[src/rtl/pfd_lock_pkg.sv]
package pfd_lock_pkg;
  // Strobes from control to datapath
  typedef struct packed {
    logic loadPend;
    logic commit;
  } ctlStrobes_t;

  // Comparison event from datapath to control
  typedef struct packed {
    logic close;
    logic inWindow;
  } cmpEvent_t;
endpackage

[src/rtl/pfd_edge_sync.sv]
module pfd_edge_sync #(
  parameter int unsigned STAGES = 2
) (
  input  logic clk,
  input  logic rstN,
  input  logic asyncIn,
  output logic rising
);
  logic [STAGES:0] shiftReg;

  always_ff @(posedge clk or negedge rstN) begin
    if (!rstN) shiftReg <= '0;
    else       shiftReg <= {shiftReg[STAGES-1:0], asyncIn};
  end

  assign rising = shiftReg[STAGES-1] & ~shiftReg[STAGES];
endmodule

[src/rtl/pfd_datapath.sv]
module pfd_datapath
  import pfd_lock_pkg::*;
#(
  parameter int unsigned WINDOW_CYCLES = 12,
  parameter int unsigned CODE_W        = 2,
  parameter int unsigned SYNC_STAGES   = 2
) (
  input  logic              clk,
  input  logic              rstN,
  input  logic              refIn,
  input  logic              divIn,
  input  logic [CODE_W-1:0] codeIn,
  input  logic              triIn,
  input  ctlStrobes_t       strobes,
  output logic              up,
  output logic              down,
  output logic [CODE_W-1:0] activeCode,
  output logic              activeTri,
  output logic              idle,
  output cmpEvent_t         cmpEvt
);
  localparam int unsigned CNT_W = $clog2(WINDOW_CYCLES + 1) + 1;
  localparam logic [CNT_W-1:0] MEAS_MAX = CNT_W'(WINDOW_CYCLES);

  logic [1:0] edgeVec;
  logic [1:0] asyncVec;
  assign asyncVec = {divIn, refIn};

  for (genvar ch = 0; ch < 2; ch++) begin : gSync
    pfd_edge_sync #(.STAGES(SYNC_STAGES)) uSync (
      .clk    (clk),
      .rstN   (rstN),
      .asyncIn(asyncVec[ch]),
      .rising (edgeVec[ch])
    );
  end

  logic refPend, divPend;
  logic nextRef, nextDiv, bothSeen;
  logic [CNT_W-1:0] measCnt;
  logic [CNT_W:0]   widthNow;
  logic [CODE_W-1:0] pendCode;
  logic              pendTri;

  assign nextRef  = refPend | edgeVec[0];
  assign nextDiv  = divPend | edgeVec[1];
  assign bothSeen = nextRef & nextDiv;

  always_ff @(posedge clk or negedge rstN) begin
    if (!rstN) begin
      refPend <= 1'b0;
      divPend <= 1'b0;
      measCnt <= '0;
    end else if (activeTri || bothSeen) begin
      refPend <= 1'b0;
      divPend <= 1'b0;
      measCnt <= '0;
    end else begin
      refPend <= nextRef;
      divPend <= nextDiv;
      if ((refPend || divPend) && measCnt != MEAS_MAX) measCnt <= measCnt + 1'b1;
    end
  end

  assign widthNow        = (refPend || divPend) ? ({1'b0, measCnt} + 1'b1) : '0;
  assign cmpEvt.close    = bothSeen & ~activeTri;
  assign cmpEvt.inWindow = widthNow < (CNT_W+1)'(WINDOW_CYCLES);

  always_ff @(posedge clk or negedge rstN) begin
    if (!rstN) begin
      pendCode   <= '0;
      pendTri    <= 1'b1;
      activeCode <= '0;
      activeTri  <= 1'b1;
    end else begin
      if (strobes.loadPend) begin
        pendCode <= codeIn;
        pendTri  <= triIn;
      end
      if (strobes.commit) begin
        activeCode <= pendCode;
        activeTri  <= pendTri;
      end
    end
  end

  assign up   = refPend;
  assign down = divPend;
  assign idle = ~refPend & ~divPend;


  no_overlap_chk: assert property (@(posedge clk) disable iff (!rstN) !(up && down));

  tri_quiet_chk: assert property (@(posedge clk) disable iff (!rstN) activeTri |=> (!up && !down));

  pend_hold_chk: assert property (@(posedge clk) disable iff (!rstN)
    !strobes.loadPend |=> ($stable(pendCode) && $stable(pendTri)));

  commit_idle_chk: assert property (@(posedge clk) disable iff (!rstN)
    (!$stable(activeCode) || !$stable(activeTri)) |-> $past(idle));
endmodule

[src/rtl/pfd_control.sv]
module pfd_control
  import pfd_lock_pkg::*;
#(
  parameter int unsigned LOCK_COUNT = 7
) (
  input  logic        clk,
  input  logic        rstN,
  input  logic        loadStrobe,
  input  logic        idle,
  input  logic        triActive,
  input  cmpEvent_t   cmpEvt,
  output ctlStrobes_t strobes,
  output logic        locked
);
  localparam int unsigned LCNT_W = $clog2(LOCK_COUNT + 1);
  localparam logic [LCNT_W-1:0] RUN_MAX = LCNT_W'(LOCK_COUNT);

  logic [LCNT_W-1:0] runCnt;
  logic [LCNT_W-1:0] runNext;

  assign strobes.loadPend = loadStrobe;
  assign strobes.commit   = idle;

  assign runNext = (runCnt == RUN_MAX) ? runCnt : runCnt + 1'b1;

  always_ff @(posedge clk or negedge rstN) begin
    if (!rstN) begin
      runCnt <= '0;
      locked <= 1'b0;
    end else if (triActive) begin
      runCnt <= '0;
      locked <= 1'b0;
    end else if (cmpEvt.close) begin
      if (cmpEvt.inWindow) begin
        runCnt <= runNext;
        locked <= (runNext == RUN_MAX);
      end else begin
        runCnt <= '0;
        locked <= 1'b0;
      end
    end
  end


  lock_rise_chk: assert property (@(posedge clk) disable iff (!rstN)
    $rose(locked) |-> $past(cmpEvt.close && cmpEvt.inWindow));

  miss_drop_chk: assert property (@(posedge clk) disable iff (!rstN)
    (cmpEvt.close && !cmpEvt.inWindow) |=> !locked);

  tri_unlock_chk: assert property (@(posedge clk) disable iff (!rstN) triActive |=> !locked);
endmodule

[src/rtl/pfd_lock_top.sv]
module pfd_lock_top
  import pfd_lock_pkg::*;
#(
  parameter int unsigned WINDOW_CYCLES = 12,
  parameter int unsigned LOCK_COUNT    = 7,
  parameter int unsigned CODE_W        = 2,
  parameter int unsigned SYNC_STAGES   = 2
) (
  input  logic              clk,
  input  logic              rstN,
  input  logic              refDivIn,
  input  logic              mainDivIn,
  input  logic              loadStrobe,
  input  logic [CODE_W-1:0] codeIn,
  input  logic              tristateIn,
  output logic              pumpUp,
  output logic              pumpDown,
  output logic [CODE_W-1:0] pumpCode,
  output logic              lockFlag
);
  ctlStrobes_t strobes;
  cmpEvent_t   cmpEvt;
  logic        idle;
  logic        activeTri;

  pfd_datapath #(
    .WINDOW_CYCLES(WINDOW_CYCLES),
    .CODE_W       (CODE_W),
    .SYNC_STAGES  (SYNC_STAGES)
  ) uPath (
    .clk       (clk),
    .rstN      (rstN),
    .refIn     (refDivIn),
    .divIn     (mainDivIn),
    .codeIn    (codeIn),
    .triIn     (tristateIn),
    .strobes   (strobes),
    .up        (pumpUp),
    .down      (pumpDown),
    .activeCode(pumpCode),
    .activeTri (activeTri),
    .idle      (idle),
    .cmpEvt    (cmpEvt)
  );

  pfd_control #(.LOCK_COUNT(LOCK_COUNT)) uCtl (
    .clk       (clk),
    .rstN      (rstN),
    .loadStrobe(loadStrobe),
    .idle      (idle),
    .triActive (activeTri),
    .cmpEvt    (cmpEvt),
    .strobes   (strobes),
    .locked    (lockFlag)
  );
endmodule

[config.mk]
export PLATFORM = sky130hd
export DESIGN_NAME = pfd_lock_top
export DESIGN_NICKNAME = d
export VERILOG_FILES = /design/src/rtl/pfd_lock_pkg.sv /design/src/rtl/pfd_edge_sync.sv /design/src/rtl/pfd_datapath.sv /design/src/rtl/pfd_control.sv /design/src/rtl/pfd_lock_top.sv
export SDC_FILE = /design/constraint.sdc
export NUM_CORES = 1
export LEC_CHECK = 0
export ABC_AREA = 1
export BUFFER_PORTS_ARGS = -buffer_cell sky130_fd_sc_hd__clkbuf_2
export CAP_MARGIN = 20
export CORE_MARGIN = 3
export CORE_UTILIZATION = 43
export CTS_BUF_LIST = sky130_fd_sc_hd__clkbuf_8
export CTS_CLUSTER_SIZE = 30
export DETAILED_ROUTE_END_ITERATION = 7
export GPL_TIMING_DRIVEN = 1
export SLEW_MARGIN = 20
export SYNTH_ARGS = -nofsm -noshare
export SYNTH_HDL_FRONTEND = slang
export SYNTH_SLANG_ARGS = --single-unit
[constraint.sdc]
create_clock -name clk -period 1.8 [get_ports clk]
set_clock_uncertainty 0.1 [all_clocks]
set_input_delay 0.09 -clock clk [delete_from_list [all_inputs] [get_ports clk]]
set_output_delay 0.09 -clock clk [all_outputs]
set_load 0.05 [all_outputs]
==> results.cfg, run 1 <==
[detailed_routing]
dr.first_iter.drc_count = 14
wl_mm = 1.85
drc = 0
drt_pass1_iterations = 4
routedWlPerCell_um = 10.8
vias = 779
postRouteAntennaNets = 0
viasPerCell = 4.53

[yosys]
synthesis.nets = 130
synth-edff-count = 0
synth.most_common_cell = nand2_1
synthTopCellsByCount = nand2_1 (34), dfrtp_1 (21), inv_1 (18), nand3_1 (7), o21ai_1 (6)
synth_top_area_share_pct = 50.2
syn_avg_cell_area_sq_um = 8.79
synth_seq_cells = 23
syn_area_sq_um = 1050
async_flop_share_pct = 100
syn_inst = 119
synth-seq-area-share_pct = 55.3
synth-warning-count = 0
synth.distinct_cells = 20
synth_top_area_cell = dfrtp_1
synthFlopType = dfrtp_1
synth.area.top_cells = dfrtp_1 (50%), nand2_1 (12%), inv_1 (6.5%)

[final_layout]
seq_area_sq_um = 578
fin_area_sq_um = 1280
layout.cells.non_filler = 172
nFillCells = 223
multi_input_area_sq_um = 389
post-route-util_pct = 56.8
diodes = 0
syn_to_final_growth_pct = 22.4
nets = 156
drive_above_1_share_pct = 22.2

[critical_path]
start_kind = input pin
arrival_ps = 1460
cp.required_ps = 1850
path_common_cell = dlygate4sd3_1
path_class = in2reg
cp-end-kind = flop
worst_path_max_delay_cell = dlygate4sd3_1
crit_chain = dlygate4sd3_1, clkbuf_2, nand2_1, dlygate4sd3_1, o21ai_0
crit_family = buffers and inverters
crit_fanout = 5
path_buf_inv = 3
cpPeakStageDelay_ps = 550

[floorplanning]
die_h_um = 55.3
ioPinCount = 13
dieWidth_um = 55.3
die_area_sq_um = 3060
core_sq_um = 2250
start_util_pct = 46.4
placement_rows = 17

[placed_design]
placed_area_sq_um = 1140
dp_hpwl_mm = 1.27
gp_congestion = 0.777
port-buffer-count = 12
placed_cells = 159

[pwr]
seqPwrFrac_pct = 43.0
p_switching_w = 0.000645
p_int_w = 0.000933
p_clk_share_pct = 20.8
max-vdd-ir-drop_mv = 0.862
pwr-share-comb_pct = 36.2
switching_share_pct = 40.9
p_leak_nw = 0.650
powerDensity_nw_per_um2 = 1230

[cts]
cts.sinks = 23
numCtsBuffers = 3
clkTransAtPathRegs_ps = 90
cts_tree = yes
clk_path_buf_depth = 2
insertion_delay_ps = 260
cts_max_level = 1
cts-root-buf = clkbuf_8

[global_route]
antenna_found_initial = 0
grt_usage_pct = 13.9
overflow = 0
grt_first_pass_wirelength_mm = 3.48
grt_max_degree = 24
grt_pass1_vias = 813

[sta]
finalCritPeriodShare_pct = 78.1
rsz0062_at_grt = no
hold_viol_final = 0
finalCriticalPeriod_ps = 1410
fin_setup_tns_ps = 0
final-setup-viol-count = 0
fmax_ghz = 0.711
slew_headroom_pct = 62.3
finalMaxSlewViolations = 0
worst_slew_pin_slew_ps = 566

[job]
drv_cap = 0

[hold_path]
min_path_type = in2async

[status]
outcome = complete, no violations
==> path summary, 6_finish.rpt <==
path | start | to | slack [ps] | cells past startpoint
max in group asynchronous | rstN | uPath.pendTri$_DFFE_PN1P_ | 970 | 2
max | loadStrobe | uPath.pendCode[1]$_DFFE_PN0P_ | 390 | 5
max reg2reg | uPath.measCnt[0]$_DFFE_PN0P_ | uPath.measCnt[4]$_DFFE_PN0P_ | 420 | 7
min | rstN | uPath.gSync[0].uSync.shiftReg[1]$_DFF_PN0_ | 240 | 2
min reg2reg | uPath.gSync[1].uSync.shiftReg[0]$_DFF_PN0_ | uPath.gSync[1].uSync.shiftReg[1]$_DFF_PN0_ | 260 | 0
min in group clk | uPath.gSync[1].uSync.shiftReg[0]$_DFF_PN0_ | uPath.gSync[1].uSync.shiftReg[1]$_DFF_PN0_ | 260 | 0
==> per-stage QoR <==
step	worst slack, ps	total power (W)	hold WS [ps]
2_1_floorplan	378	0.00111	-306
3_3_place_gp	471	0.00124	6.55
3_5_place_dp	435	0.00125	4.47
4_1_cts	414	0.00160	258
5_1_grt	228	0.00171	269
6_report	394	0.00158	245
==> cells by family (layout without fill, tap and decap cells) <==
kind of cell             Yosys count  count (layout)  synth area share, %
AND/OR/NAND/NOR                   56              56                 24.3
adder cells (fa/ha/maj)            3               3                 3.59
multiplexers                       1               1                 1.08
AO/OA/AOI/OAI                     15              15                 8.25
flip-flops                        23              23                 55.3
buffers and inverters             21              46                 7.54
==> layout by cell type (no fill, tap or decap), types with 2 or more instances in the layout <==
cell type,n
nand2_1,34
dfrtp_1,21
inv_1,18
clkbuf_2,12
dlygate4sd3_1,9
nand3_1,7
o21ai_1,6
o21ai_0,5
nand2_2,4
nor2_2,3
nor2_1,3
o21ai_2,3
ha_1,3
clkbuf_8,3
inv_2,2
nand4_1,2
dfstp_2,2
==> cell type report <==
cell class / count / area share, %
Clock buffer: 3 / 3.23
Clock inverter: 1 / 0.587
Inverter: 21 / 6.16
Multi-Input combinational cell: 75 / 30.4
Sequential cell: 23 / 45.2
Tap cell: 28 / 2.74
Timing Repair Buffer: 21 / 11.7
==> timing repair <==
action,CTS,global route
gates resized for setup,0,0
buffers inserted,0,0
hold buffers,9,0
hold endpoints to repair,26,0
==> routing by layer <==
layer  wire, um  GRT usage, %
met4         13          5.21
met5          0             0
met3         49          2.34
met1        905          19.4
met2        886          21.5
==> power by group through the flow <==
stage,clock network [W],logic (W),registers (W)
finish,0.000328,0.000572,0.000679
global route,0.000361,0.000650,0.000697
CTS,0.000337,0.000582,0.000680
detailed placement,0,0.000562,0.000690
global placement,0,0.000553,0.000684
floorplan,0,0.000297,0.000815
==> registers in the layout, summed over array words and instances, names as in the netlist <==
register                    count
uPath.activeCode                2
uPath.gSync.uSync.shiftReg      6
uPath.pendCode                  2
uPath.pendTri                   1
uCtl.locked                     1
uPath.down                      1
uPath.up                        1
uCtl.runCnt                     3
uPath.measCnt                   5
uPath.activeTri                 1
Power figures use the tool's default switching activity.
==> run 2, diff against run 1 <==
==> constraint.sdc (replaced) <==
create_clock -name clk -period 1.45 [get_ports clk]
set_clock_uncertainty 0.1 [all_clocks]
set_input_delay 0.0725 -clock clk [delete_from_list [all_inputs] [get_ports clk]]
set_output_delay 0.0725 -clock clk [all_outputs]
set_load 0.05 [all_outputs]
==> results.cfg, run 2 (synthesis results as in run 1) <==
[status]
outcome = complete, no violations

[global_route]
antenna_found_initial = 0
grt_max_degree = 24
overflow = 0
grt_pass1_vias = 818
grt_first_pass_wirelength_mm = 3.47
grt_usage_pct = 13.9

[floorplanning]
start_util_pct = 46.4
ioPinCount = 13
die_h_um = 55.3
die_area_sq_um = 3060
dieWidth_um = 55.3
placement_rows = 17
core_sq_um = 2250

[cts]
insertion_delay_ps = 260
clk_path_buf_depth = 2
cts_max_level = 1
cts_tree = yes
clkTransAtPathRegs_ps = 80
cts-root-buf = clkbuf_8
cts.sinks = 23
numCtsBuffers = 3

[placed_design]
gp_congestion = 0.777
port-buffer-count = 12
dp_hpwl_mm = 1.27
placed_area_sq_um = 1140

[detailed_routing]
vias = 824
dr.first_iter.drc_count = 19
wl_mm = 2.07
postRouteAntennaNets = 0
viasPerCell = 4.74
routedWlPerCell_um = 11.9
drc = 0
drt_pass1_iterations = 4

[sta]
final-setup-viol-count = 0
finalCritPeriodShare_pct = 99.4
fin_setup_tns_ps = 0
rsz0062_at_grt = yes
whs_ps = 224
hold_viol_final = 0
fmax_ghz = 0.694
worst_slew_pin_slew_ps = 553
finalCriticalPeriod_ps = 1440
finalMaxSlewViolations = 0
slew_headroom_pct = 63.1

[pwr]
p_leak_nw = 0.667
seqPwrFrac_pct = 40.1
max-vdd-ir-drop_mv = 1.01
switching_share_pct = 42.1
powerDensity_nw_per_um2 = 1580
pwr-share-comb_pct = 40.7
p_switching_w = 0.000893
p_clk_share_pct = 19.2
p_int_w = 0.00123
total_power_w = 0.00212

[final_layout]
drive_above_1_share_pct = 30.1
final_common_cell = nand2_1
reg_top3 = uPath.gSync.uSync.shiftReg x6, uPath.measCnt x5, uCtl.runCnt x3
layout_common_cells = nand2_1 (34), dfrtp_1 (21), inv_1 (16)
top_register = uPath.gSync.uSync.shiftReg
nets = 158
diodes = 0
fin_area_sq_um = 1340
post-route-util_pct = 59.6
largest_register_ffs = 6
syn_to_final_growth_pct = 28.5

[critical_path]
start_kind = flop
crit_chain = inv_2, ha_2, nand3_2, o21ai_4, nor2_4, nand3_1, o21ai_2
worst_path_max_delay_cell = dfrtp_1
cpPeakStageDelay_ps = 430
crit_family = flip-flops
crit_fanout = 5
cp.required_ps = 1510
cp-end-kind = flop
path_buf_inv = 1
arrival_ps = 1500
path_class = reg2reg

[job]
drv_cap = 0

[hold_path]
min_path_type = in2async
run 2: cell count changes in the layout (fill, tap and decap cells not counted), sizes merged:
cell    before  now
buf          0    3
clkbuf      15   14
run 2: area by class of cell:
type	instances	area, sq um
inverter	21	78.8
clock buffer	3	41.3
tap	28	35.0
sequential	23	578
clock inverter	1	7.51
fill	217	911
multi-input combinational	75	435
timing repair buffer	23	168
run 2: power groups by stage:
stage	sequential (W)	clock, W	combinational [W]
final	0.000849	0.000406	0.000862
after global routing	0.000869	0.000445	0.000953
after CTS	0.000844	0.000418	0.000721
after detailed placement	0.000857	0	0.000697
after global placement	0.000849	0	0.000687
after floorplan	0.00101	0	0.000369
run 2: stage by stage:
stage	cells	setup slack, ps
after detailed placement	159	85.2
final	174	8.42
after global routing	174	-75.5
after CTS	172	64.4
after floorplan	119	27.7
after global placement	159	121
run 2: worst reg2reg max path: stages (launching register included):
cell     delay [ps]
dfrtp_1         430
inv_2           100
ha_2            180
nand3_2          80
o21ai_4         230
nor2_4           70
nand3_1          90
o21ai_2          60
run 2: per-layer routing:
layer	up-vias	wire length [um]	global-route usage [%]
met2	21	1070	22.1
li1	422	-	-
met4	0	14	5.21
met5	-	0	0
met3	2	84	2.34
met1	379	899	19.0
run 2: repair_timing:
action,CTS,global route
setup endpoints to repair,0,10
buffers inserted,0,3
endpoints found under the hold margin,26,0
hold buffers,9,0
resized for setup,0,13
run 2: final timing paths:
kind                                                                  from                                          to  slack (ps)  cells past startpoint
worst max-delay path                          uPath.measCnt[0]$_DFFE_PN0P_                uPath.measCnt[2]$_DFFE_PN0P_           8                      7
worst min-delay path                                                  rstN  uPath.gSync[1].uSync.shiftReg[2]$_DFF_PN0_         220                      2
worst max register to register                uPath.measCnt[0]$_DFFE_PN0P_                uPath.measCnt[2]$_DFFE_PN0P_           8                      7
worst min register to register  uPath.gSync[1].uSync.shiftReg[0]$_DFF_PN0_  uPath.gSync[1].uSync.shiftReg[1]$_DFF_PN0_         260                      0
max in group asynchronous                                             rstN                 uPath.activeTri$_DFFE_PN1P_         660                      2
min in group clk                uPath.gSync[1].uSync.shiftReg[0]$_DFF_PN0_  uPath.gSync[1].uSync.shiftReg[1]$_DFF_PN0_         260                      0
==> run 3, diff against run 2 <==
--- a/config.mk
+++ b/config.mk
@@ -17,4 +17,5 @@
 export SLEW_MARGIN = 20
 export SYNTH_ARGS = -nofsm -noshare
 export SYNTH_HDL_FRONTEND = slang
+export SYNTH_HIERARCHICAL = 1
 export SYNTH_SLANG_ARGS = --single-unit
==> results.cfg, run 3 <==
[floorplanning]
die_area_sq_um = 3150
start_util_pct = 47.1
dieWidth_um = 56.1
die_h_um = 56.1
ioPinCount = 13
core_sq_um = 2300
placement_rows = 17

[yosys]
synth.distinct_cells = 19
syn_area_sq_um = 1080
synth_top_area_cell = dfrtp_1
synth-edff-count = 0
synth_seq_cells = 23
synth_top_area_share_pct = 48.6
syn_inst = 128
synth-warning-count = 6
synth.most_common_cell = nand2_1
async_flop_share_pct = 100
synth.area.top_cells = dfrtp_1 (49%), nand2_1 (15%), inv_1 (6.9%)
syn_avg_cell_area_sq_um = 8.45
synth-seq-area-share_pct = 53.5
synthFlopType = dfrtp_1
synthesis.nets = 139
synthTopCellsByCount = nand2_1 (44), dfrtp_1 (21), inv_1 (20), nand3_1 (12), nor2_1 (7)

[global_route]
grt_usage_pct = 14.5
grt_pass1_vias = 839
grt_max_degree = 24
overflow = 0
grt_first_pass_wirelength_mm = 3.62
antenna_found_initial = 0

[pwr]
max-vdd-ir-drop_mv = 0.910
powerDensity_nw_per_um2 = 1580
total_power_w = 0.00218
p_leak_nw = 0.732

[sta]
fmax_ghz = 0.662
finalMaxSlewViolations = 0
hold_viol_final = 0
rsz0062_at_grt = yes
finalCritPeriodShare_pct = 104
finalCriticalPeriod_ps = 1510
setup_ws_ps = -60.4
slew_headroom_pct = 63.1
worst_slew_pin_slew_ps = 553
final-setup-viol-count = 8

[detailed_routing]
routedWlPerCell_um = 11.1
wl_mm = 2.04
drc = 0
postRouteAntennaNets = 0
dr.first_iter.drc_count = 20
viasPerCell = 4.66
vias = 858
drt_pass1_iterations = 3

[final_layout]
largest_register_ffs = 6
syn_to_final_growth_pct = 27.4
diodes = 0
layout_common_cells = nand2_1 (44), inv_1 (20), dfrtp_1 (20)
final_common_cell = nand2_1
nets = 168
fin_area_sq_um = 1380
drive_above_1_share_pct = 24.4
top_register = uPath/gSync.uSync/shiftReg
layout.cells.non_filler = 184
reg_top3 = uPath/gSync.uSync/shiftReg x6, uPath/measCnt x5, uCtl/runCnt x3

[cts]
cts_max_level = 1
clkTransAtPathRegs_ps = 80
numCtsBuffers = 3
insertion_delay_ps = 270
cts.sinks = 23
cts-root-buf = clkbuf_8
cts_tree = yes
clk_path_buf_depth = 2

[status]
outcome = finished with violations
violations = setup timing

[placed_design]
port-buffer-count = 12
placed_cells = 169
dp_hpwl_mm = 1.43
gp_congestion = 0.757
placed_area_sq_um = 1180

[critical_path]
cpPeakStageDelay_ps = 420
path_buf_inv = 1
crit_fanout = 3
arrival_ps = 1570
path_class = reg2reg
crit_family = simple AND/OR/NAND/NOR gates
crit_chain = ha_4, xor2_1, nand2_1, nand2_1, nand2_1, nand3_2, inv_1, nand2_1, nand2_1
path_common_cell = nand2_1
cp.required_ps = 1510
cp-end-kind = flop
start_kind = flop
worst_path_max_delay_cell = dfrtp_1

[job]
drv_cap = 0

[hold_path]
min_path_type = in2async
## run 3: cells by family after synthesis
kind of cell | after synthesis | synth area share [%]
buf+inv | 24 | 9.72
compound gates | 7 | 4.28
fa+ha+maj | 3 | 3.47
xor+xnor | 1 | 0.810
mux | 1 | 1.04
simple gates | 69 | 27.2
flops | 23 | 53.5
## run 3: cell type report
cell class | instances | area (sq um)
fillers | 201 | 920
repair buffers | 27 | 209
inverters | 21 | 78.8
well taps | 28 | 35.0
clock buffers | 3 | 41.3
multi-input cells | 81 | 430
clock inverters | 1 | 3.75
flip-flops and latches | 23 | 579
## run 3: metal layers
layer  routed length (um)  part of all wire (%)  GRT usage, %  vias up
met5                    0                     0             0        -
met4                   39                   1.9          7.12        0
met3                   74                   3.6          3.02        5
met2                  934                    46          23.0       14
met1                  986                    48          18.8      396
li1                     -                     -             -      443
## run 3: through the flow
step	worst slack [ps]	utilization (%)	hold WS (ps)	setup TNS, ps
after floorplan	2.72	-	-323	0
after global placement	-32.3	51.4	-8.03	-160
after detailed placement	-68.9	51.4	-6.24	-453
after CTS	-25.0	59.1	248	-107
after global routing	-183	60.0	258	-1110
final	-60.4	60.0	218	-297
## run 3: worst paths after layout
path                                                             from                                          to  slack (ps)  cells after the start
min                                                              rstN                uPath/measCnt[1]$_DFFE_PN0P_         220                      2
max in group asynchronous                                        rstN                uPath/measCnt[2]$_DFFE_PN0P_         640                      2
min reg2reg                uPath/gSync[0].uSync/shiftReg[0]$_DFF_PN0_  uPath/gSync[0].uSync/shiftReg[1]$_DFF_PN0_         260                      0
min in group clk           uPath/gSync[0].uSync/shiftReg[0]$_DFF_PN0_  uPath/gSync[0].uSync/shiftReg[1]$_DFF_PN0_         260                      0
max                                      uPath/measCnt[0]$_DFFE_PN0P_                  uCtl/runCnt[1]$_DFFE_PN0P_         -60                      9
max reg2reg                              uPath/measCnt[0]$_DFFE_PN0P_                  uCtl/runCnt[1]$_DFFE_PN0P_         -60                      9
## run 3: repair_timing
action | 4_1_cts | 5_1_grt
endpoints found under the hold margin | 26 | 0
setup buffers | 3 | 0
hold buffers | 9 | 0
resized for setup | 4 | 8
pin swaps | 1 | 2
endpoints found under the setup margin | 8 | 10
## run 3: power by group
group	total [W]	switching (W)	internal (W)
logic	0.000927	0.000613	0.000314
registers	0.000856	0.0000841	0.000772
clock network	0.000393	0.000203	0.000189
